$ cat config.mk
export PLATFORM = sky130hd
export DESIGN_NAME = freq_period_meter
export DESIGN_NICKNAME = d
export VERILOG_FILES = /design/src/rtl/fpm_pkg.sv /design/src/rtl/fpm_tick_gen.sv /design/src/rtl/fpm_period_unit.sv /design/src/rtl/fpm_window_unit.sv /design/src/rtl/freq_period_meter.sv
export SDC_FILE = /design/constraint.sdc
export NUM_CORES = 1
export LEC_CHECK = 0
export CAP_MARGIN = 0
export CORE_UTILIZATION = 50
export DETAILED_ROUTE_END_ITERATION = 10
export PLACE_DENSITY = 0.79
export SETUP_SLACK_MARGIN = 0.1
export SLEW_MARGIN = 20
export SYNTH_ARGS = -nofsm -noshare
export SYNTH_HDL_FRONTEND = slang
export SYNTH_SLANG_ARGS = --single-unit
$ cat constraint.sdc
create_clock -name clk -period 12.8 [get_ports clk]
set_input_delay 1.92 -clock clk [delete_from_list [all_inputs] [get_ports clk]]
set_output_delay 1.92 -clock clk [all_outputs]
set_load 0.03 [all_outputs]
$ cat src/rtl/fpm_pkg.sv
// Shared types for the windowed frequency and period meter.
// Assumes: nothing beyond IEEE 1800-2017.
package fpm_pkg;
    // Frequency path states: waiting for an opening edge, or inside a window.
    typedef enum logic [0:0] {
        FM_ARM = 1'b0,
        FM_RUN = 1'b1
    } fm_state_t;
endpackage

$ cat src/rtl/fpm_tick_gen.sv
// Prescaler producing a one-clock tick every CLK_DIV clocks (the 100 ns base).
// Assumes: CLK_DIV >= 1; counts from reset release.
module fpm_tick_gen #(
    parameter int CLK_DIV = 10
) (
    input  logic clk,
    input  logic rst_n,
    output logic tick
);
    generate
        if (CLK_DIV > 1) begin : g_div
            localparam int DIV_W = $clog2(CLK_DIV);
            localparam logic [DIV_W-1:0] LAST = DIV_W'(CLK_DIV - 1);
            logic [DIV_W-1:0] div_q;

            // Free-running divider counter wrapping at CLK_DIV.
            always_ff @(posedge clk) begin
                if (!rst_n)             div_q <= '0;
                else if (div_q == LAST) div_q <= '0;
                else                    div_q <= div_q + 1'b1;
            end

            assign tick = (div_q == LAST);

            // with a divider above one, ticks are isolated clocks.
            assert_tick_spacing_R2: assert property (@(posedge clk) disable iff (!rst_n)
                tick |=> !tick);
        end else begin : g_pass
            assign tick = 1'b1;
        end
    endgenerate
endmodule

$ cat src/rtl/fpm_period_unit.sv
// Measures ticks between consecutive rising edges of track A and raises a
// stale flag when a measured edge is followed by NOEDGE_TICKS quiet ticks.
// Assumes: a_rise is a one-clock pulse; tick comes from fpm_tick_gen.
module fpm_period_unit #(
    parameter int PER_W        = 32,
    parameter int NOEDGE_TICKS = 16_000_000
) (
    input  logic             clk,
    input  logic             rst_n,
    input  logic             tick,
    input  logic             a_rise,
    output logic             stale,
    output logic [PER_W-1:0] period_val,
    output logic             period_done
);
    localparam logic [PER_W-1:0] LIMIT = PER_W'(NOEDGE_TICKS);

    logic [PER_W-1:0] span_q;
    logic [PER_W-1:0] span_nx;
    logic             armed_q;

    assign span_nx = span_q + {{(PER_W-1){1'b0}}, tick};
    assign stale   = armed_q && !a_rise && (span_nx >= LIMIT);

    // Span counter, arming flag and published period.
    always_ff @(posedge clk) begin
        if (!rst_n) begin
            span_q      <= '0;
            armed_q     <= 1'b0;
            period_val  <= '0;
            period_done <= 1'b0;
        end else begin
            period_done <= 1'b0;
            if (a_rise) begin
                if (armed_q) begin
                    period_val  <= span_nx;
                    period_done <= 1'b1;
                end
                span_q  <= '0;
                armed_q <= 1'b1;
            end else if (stale) begin
                period_val <= '0;
                armed_q    <= 1'b0;
                span_q     <= '0;
            end else if (armed_q) begin
                span_q <= span_nx;
            end
        end
    end

    // an edge seen while unarmed never yields a period result.
    assert_first_edge_silent_R9: assert property (@(posedge clk) disable iff (!rst_n)
        (a_rise && !armed_q) |=> !period_done);
    // a no-edge timeout leaves the period output at zero.
    assert_stale_clears_period_R10: assert property (@(posedge clk) disable iff (!rst_n)
        stale |=> (period_val == '0));
    // period strobes are single clocks.
    assert_period_done_single_R11: assert property (@(posedge clk) disable iff (!rst_n)
        period_done |=> !period_done);
endmodule

$ cat src/rtl/fpm_window_unit.sv
// Gated frequency window: opens on an A edge, runs at least the programmed
// window, closes on the next A edge, and publishes periods and ticks.
// Assumes: a_rise is a one-clock pulse; stale comes from fpm_period_unit.
module fpm_window_unit
    import fpm_pkg::*;
#(
    parameter int WIN_W        = 16,
    parameter int CNT_W        = 32,
    parameter int TIME_W       = 32,
    parameter int TICKS_PER_US = 10,
    parameter int WAIT_TICKS   = 16_000_000
) (
    input  logic              clk,
    input  logic              rst_n,
    input  logic              tick,
    input  logic              a_rise,
    input  logic              gate_block,
    input  logic              restart,
    input  logic              stale,
    input  logic [WIN_W-1:0]  win_us,
    output logic [CNT_W-1:0]  freq_edges,
    output logic [TIME_W-1:0] freq_time,
    output logic              freq_done
);
    localparam logic [TIME_W-1:0] TICK_MUL = TIME_W'(TICKS_PER_US);
    localparam logic [TIME_W-1:0] WAIT_LIM = TIME_W'(WAIT_TICKS);

    fm_state_t         state_q;
    logic [TIME_W-1:0] elap_q;
    logic [TIME_W-1:0] elap_nx;
    logic [CNT_W-1:0]  edges_q;
    logic [WIN_W-1:0]  win_eff;
    logic [TIME_W-1:0] win_ticks;
    logic              win_met;
    logic              expire;
    logic              hold_off;

    // Window length in ticks, with a zero setting read as 1 us.
    always_comb begin
        win_eff   = (win_us == '0) ? WIN_W'(1) : win_us;
        win_ticks = TIME_W'(win_eff) * TICK_MUL;
    end

    assign elap_nx  = elap_q + {{(TIME_W-1){1'b0}}, tick};
    assign win_met  = (elap_nx >= win_ticks);
    assign expire   = (state_q == FM_RUN) && !a_rise && (elap_nx >= win_ticks + WAIT_LIM);
    assign hold_off = restart || gate_block || stale;

    // Window state, running counts and published result.
    always_ff @(posedge clk) begin
        if (!rst_n) begin
            state_q    <= FM_ARM;
            elap_q     <= '0;
            edges_q    <= '0;
            freq_edges <= '0;
            freq_time  <= '0;
            freq_done  <= 1'b0;
        end else begin
            freq_done <= 1'b0;
            if (stale) begin
                freq_edges <= '0;
                freq_time  <= '0;
            end
            if (hold_off) begin
                state_q <= FM_ARM;
            end else begin
                unique case (state_q)
                    FM_ARM: begin
                        if (a_rise) begin
                            state_q <= FM_RUN;
                            elap_q  <= '0;
                            edges_q <= '0;
                        end
                    end
                    FM_RUN: begin
                        if (a_rise && win_met) begin
                            freq_edges <= edges_q + 1'b1;
                            freq_time  <= elap_nx;
                            freq_done  <= 1'b1;
                            elap_q     <= '0;
                            edges_q    <= '0;
                        end else if (a_rise) begin
                            edges_q <= edges_q + 1'b1;
                            elap_q  <= elap_nx;
                        end else if (expire) begin
                            freq_edges <= '0;
                            freq_time  <= '0;
                            state_q    <= FM_ARM;
                        end else begin
                            elap_q <= elap_nx;
                        end
                    end
                    default: state_q <= FM_ARM;
                endcase
            end
        end
    end

    // a published window spans at least the programmed window.
    assert_result_span_R3: assert property (@(posedge clk) disable iff (!rst_n)
        freq_done |-> ((freq_time >= $past(win_ticks)) && (freq_edges != '0)));
    // an expired wait clears the frequency outputs.
    assert_wait_clears_R6: assert property (@(posedge clk) disable iff (!rst_n)
        (expire && !hold_off) |=> ((freq_edges == '0) && (freq_time == '0) && !freq_done));
    // a restart keeps the published frequency values.
    assert_restart_holds_R8: assert property (@(posedge clk) disable iff (!rst_n)
        (restart && !stale) |=> ($stable(freq_edges) && $stable(freq_time) && !freq_done));
    // a no-edge timeout clears the frequency outputs too.
    assert_stale_clears_freq_R10: assert property (@(posedge clk) disable iff (!rst_n)
        stale |=> ((freq_edges == '0) && (freq_time == '0)));
    // frequency strobes are single clocks.
    assert_freq_done_single_R11: assert property (@(posedge clk) disable iff (!rst_n)
        freq_done |=> !freq_done);
endmodule

$ cat src/rtl/freq_period_meter.sv
// Top level: edge detection on track A, 100 ns prescaler, frequency window
// unit and period unit. Outputs the raw numerator/denominator pair.
// Assumes: trk_a, gate_block and restart are synchronous to clk.
module freq_period_meter #(
    parameter int CLK_DIV      = 10,
    parameter int TICKS_PER_US = 10,
    parameter int WIN_W        = 16,
    parameter int CNT_W        = 32,
    parameter int TIME_W       = 32,
    parameter int PER_W        = 32,
    parameter int WAIT_TICKS   = 16_000_000,
    parameter int NOEDGE_TICKS = 16_000_000
) (
    input  logic              clk,
    input  logic              rst_n,
    input  logic              trk_a,
    input  logic              gate_block,
    input  logic              restart,
    input  logic [WIN_W-1:0]  win_us,
    output logic [CNT_W-1:0]  freq_edges,
    output logic [TIME_W-1:0] freq_time,
    output logic              freq_done,
    output logic [PER_W-1:0]  period_val,
    output logic              period_done
);
    logic a_q;
    logic a_rise;
    logic tick;
    logic stale;

    // Previous sample of track A for rising-edge detection.
    always_ff @(posedge clk) begin
        if (!rst_n) a_q <= 1'b0;
        else        a_q <= trk_a;
    end

    assign a_rise = trk_a && !a_q;

    fpm_tick_gen #(.CLK_DIV(CLK_DIV)) u_tick (
        .clk   (clk),
        .rst_n (rst_n),
        .tick  (tick)
    );

    fpm_period_unit #(
        .PER_W        (PER_W),
        .NOEDGE_TICKS (NOEDGE_TICKS)
    ) u_period (
        .clk         (clk),
        .rst_n       (rst_n),
        .tick        (tick),
        .a_rise      (a_rise),
        .stale       (stale),
        .period_val  (period_val),
        .period_done (period_done)
    );

    fpm_window_unit #(
        .WIN_W        (WIN_W),
        .CNT_W        (CNT_W),
        .TIME_W       (TIME_W),
        .TICKS_PER_US (TICKS_PER_US),
        .WAIT_TICKS   (WAIT_TICKS)
    ) u_window (
        .clk        (clk),
        .rst_n      (rst_n),
        .tick       (tick),
        .a_rise     (a_rise),
        .gate_block (gate_block),
        .restart    (restart),
        .stale      (stale),
        .win_us     (win_us),
        .freq_edges (freq_edges),
        .freq_time  (freq_time),
        .freq_done  (freq_done)
    );

    // no frequency result follows a cycle with the gate closed.
    assert_gate_blocks_R7: assert property (@(posedge clk) disable iff (!rst_n)
        freq_done |-> !$past(gate_block));
    // outputs sit at zero in the cycle after reset is released.
    assert_reset_state_R1: assert property (@(posedge clk)
        $rose(rst_n) |-> ((freq_edges == '0) && (period_val == '0) && !freq_done && !period_done));
endmodule

==> results.md <==
* Detailed Place HPWL at 18.9 mm
* Die Width at 151 um
* Final Cycle Share at 0.636
* RSZ-0062 raised after global routing: no
* Largest net degree at the start of global routing at just under 60
* Initial core utilization at 0.510
* Levels on crit path at 24
* Max-slew violations at 0
* Share of the synthesized area in the top cell type at 0.360
* Status: completed
* CP most frequent cell: ha_1
* Worst vdd ir at 0.0796 mV
* DR vias/cell at 5.67
* WP buf/inv at 2
* EDFF count, synth at 0
* Top cell type by total area after synthesis: dfxtp_1
* Gr usage total at 0.237
* Lkg Pwr at 0.00486 uW
* Cell Pwr Density at 109 mW/mm2
* Reg2reg setup slack at around 6.7 ns
* Crit start category: primary input
* # port buffers at 118
* # resized after CTS at 0
* Minimum clock period at 8.13 ns
* Final core occ at 0.600
* Distinct cells, synth at 66
* CP Class: primary input to flip-flop
* Core box area at 0.0219 mm2
* Crit end category: flip-flop
* Crit path max-delay family: compound AO/OA/AOI/OAI gates
* Clock Latency Late Sink at 0.51 ns
* Die area at 0.0229 mm2
* WP data required at 13.16 ns
* Synth warn at 0
* CTS tree: yes
* 1st-iter DRT viols at 468
* Register area share after synthesis at 0.360
* # setup viols final at 0
* Routability Congestion at 0.880
* Critical path origin: win_us[15]
* Synth Area in Adders at 0.0758
* Hold buffer count at CTS at 0
* Setup TNS at 0 ns
* Max-cap violations at 0
* Total gr overflow at 0
* CTS Buf Count at 23
* Synth top area cells: dfxtp_1, ha_1, nor2_1
* Critical R2R Capture: u_window.freq_time[31]$_SDFF_PN0_
* Syn avg cell area at ~8.3 um2
* DRC errors left at 0
* Die height at 151 um
* R2R depth at 22
* Complex-gate fraction of the synthesized area at 0.168
* Area grow syn2layout at 17.7%
* Main synth FF type: dfxtp_1
* Antenna diodes at 0
* Post-Synth XOR/XNOR Area at 0.115
* Net Count, Synth at 1436
* Cell Rows at 54
* Total power at 1430 uW
* First-pass iteration count of the detailed router at 5
* CP max stage cell: clkdlybuf4s50_1
* Routed via count at 9668
* Crit-path cells: clkdlybuf4s50_1, nor3_1, a41oi_1, nor2b_1, ha_1, fa_1, a211oi_1, o21ai_0, a21oi_1, xnor2_1, ha_1, a21oi_1, nor4_1, nor2_1, or2_2, ha_1, nand3_1, a2111oi_0, o21a_1, o311ai_0, or2_2, o21ai_4, buf_4, nor2_1
* Reg-to-Reg Start: u_tick.g_div.div_q[0]$_SDFF_PP0_
* CTS sink count at 201
* FF+latch count, synth at between 200 and 250
* CP max stage delay at 0.60 ns
* Final Hold Viols at 0
* Num ports at 119
* Clock root buffer: clkbuf_16
* Total Wirelength at 26.6 mm
* Crit path max fanout at 58
* Synthesized area at 0.0112 mm2
* Count leader, synth: nor2_1
* Antenna-violating nets left at 0
* First-pass GRT wire length at around 44 mm
* Slew @ Worst Pin at between 0.9 and 1 ns
* Largest family of logic cells by synthesized area: simple AND/OR/NAND/NOR gates
* Drt wl/cell at 15.6 um
* Ratio of cells with drive above 1 in the final layout at 0.0492
* Post-synth ARST share at 0
* Placed cell count at between 1500 and 2000
* Vias in the first global route at between 9000 and 10000
* Clk pin slew, worst setup/hold paths at 0.06 ns
* Mux cell area share after synthesis at 0.0109
* Worst path arrival time at 8.50 ns
* Achievable frequency at 123 MHz
* Final hold slack at 0.450 ns
* Crit path to: u_window.freq_time[0]$_SDFF_PN0_
* Max-Slew Margin vs Limit at 0.365
* Top cells by count, synth: nor2_1, dfxtp_1, nand2_1
* # nets final at 1496
* Initial antenna violation count at 0
* Non-filler cells in the finished layout at 1704
* Post-Synth Simple-Gate Area at 0.223
* Setup Buffers After CTS at 0
* Cell count after synthesis at 1348
* Max Buffers Root-to-Sink at 3
* H-tree depth at 1
* Layout Skew at 0.00965 ns
* Tightest Hold Check Type: flip-flop to flip-flop
[power breakdown]
part | total, uW | internal, uW | switching (uW) | leakage, uW
Clock | 663 | 395 | 268 | 0.000373
Combinational | 144 | 56.1 | 87.5 | 0.00287
Sequential | 628 | 627 | 1.42 | 0.00162
[kinds of logic after synthesis]
family,after synthesis
compound gates,271
simple gates,527
xor+xnor,147
mux,12
buf+inv,123
flops,201
fa+ha+maj,67
[metrics by stage]
step / setup slack [ns] / instance area (um2)
after floorplan: 5.92 / 11200
after global placement: 4.54 / 12400
after detailed placement: 4.23 / 12400
after CTS: 4.71 / 13100
after global routing: 4.09 / 13100
final: 4.67 / 13100
[cell type report]
| class | count | area (um2) |
|---|---|---|
| Clock buffer | 30 | 642 |
| Clock inverter | 11 | 118 |
| Fill cell | 1939 | 8750 |
| Tap cell | 280 | 350 |
| Inverter | 32 | 120 |
| Multi-Input combinational cell | 1024 | 6650 |
| Sequential cell | 201 | 4020 |
| Timing Repair Buffer | 126 | 1240 |
[layout by cell type, fill, tap and decap left out, types with 44 or more instances in the layout]
master           netlist  layout
a21oi_1               56      55
clkdlybuf4s50_1        0     118
dfxtp_1              201     201
ha_1                  66      66
nand2_1              105     104
nand3_1               60      60
nor2_1               209     209
o21ai_0               44      44
xnor2_1               85      85
xor2_1                62      62
[per-layer routing]
| metal | global-route usage | share of wire | vias to the layer above |
|---|---|---|---|
| met5 | 0 | 0 | - |
| met4 | 0.0715 | 0.024 | 0 |
| met3 | 0.0298 | 0.044 | 42 |
| met2 | 0.393 | 0.47 | 225 |
| met1 | 0.318 | 0.46 | 4532 |
| li1 | - | - | 4869 |
[how the worst min path moves through the flow]
stage,start,to,slack (ns),depth (start not counted)
after floorplan,u_tick.g_div.div_q[0]$_SDFF_PP0_,u_tick.g_div.div_q[0]$_SDFF_PP0_,0.43,1
after global placement,u_period.period_val[12]$_SDFFE_PN0P_,u_period.period_val[12]$_SDFFE_PN0P_,0.43,2
after detailed placement,u_period.period_val[4]$_SDFFE_PN0P_,u_period.period_val[4]$_SDFFE_PN0P_,0.44,2
after CTS,u_period.period_val[4]$_SDFFE_PN0P_,u_period.period_val[4]$_SDFFE_PN0P_,0.46,2
after global routing,u_period.period_val[25]$_SDFFE_PN0P_,u_period.period_val[25]$_SDFFE_PN0P_,0.48,2
final,u_period.period_val[4]$_SDFFE_PN0P_,u_period.period_val[4]$_SDFFE_PN0P_,0.45,2
[state kept, by name (all words and copies together) (netlist names)]
register              cells
a_q                       1
u_period.period_done      1
u_window.freq_edges      32
u_tick.g_div.div_q        4
u_window.edges_q         32
u_window.freq_done        1
u_period.armed_q          1
u_period.span_q          32
u_window.elap_q          32
u_window.state_q          1
u_window.freq_time       32
u_period.period_val      32
[worst reg2reg max path: cells and delay by family (launching register included)]
| kind | cells | cell delay (ns) |
|---|---|---|
| and+or+nand+nor | 8 | 1.90 |
| DFF | 1 | 0.38 |
| adders and majority gates | 4 | 0.96 |
| xor gates and xnor gates | 1 | 0.44 |
| AOI/OAI and AO/OA | 7 | 1.52 |
| buffers and inverters | 2 | 0.82 |
No activity file was read; power rests on OpenSTA's default activity.
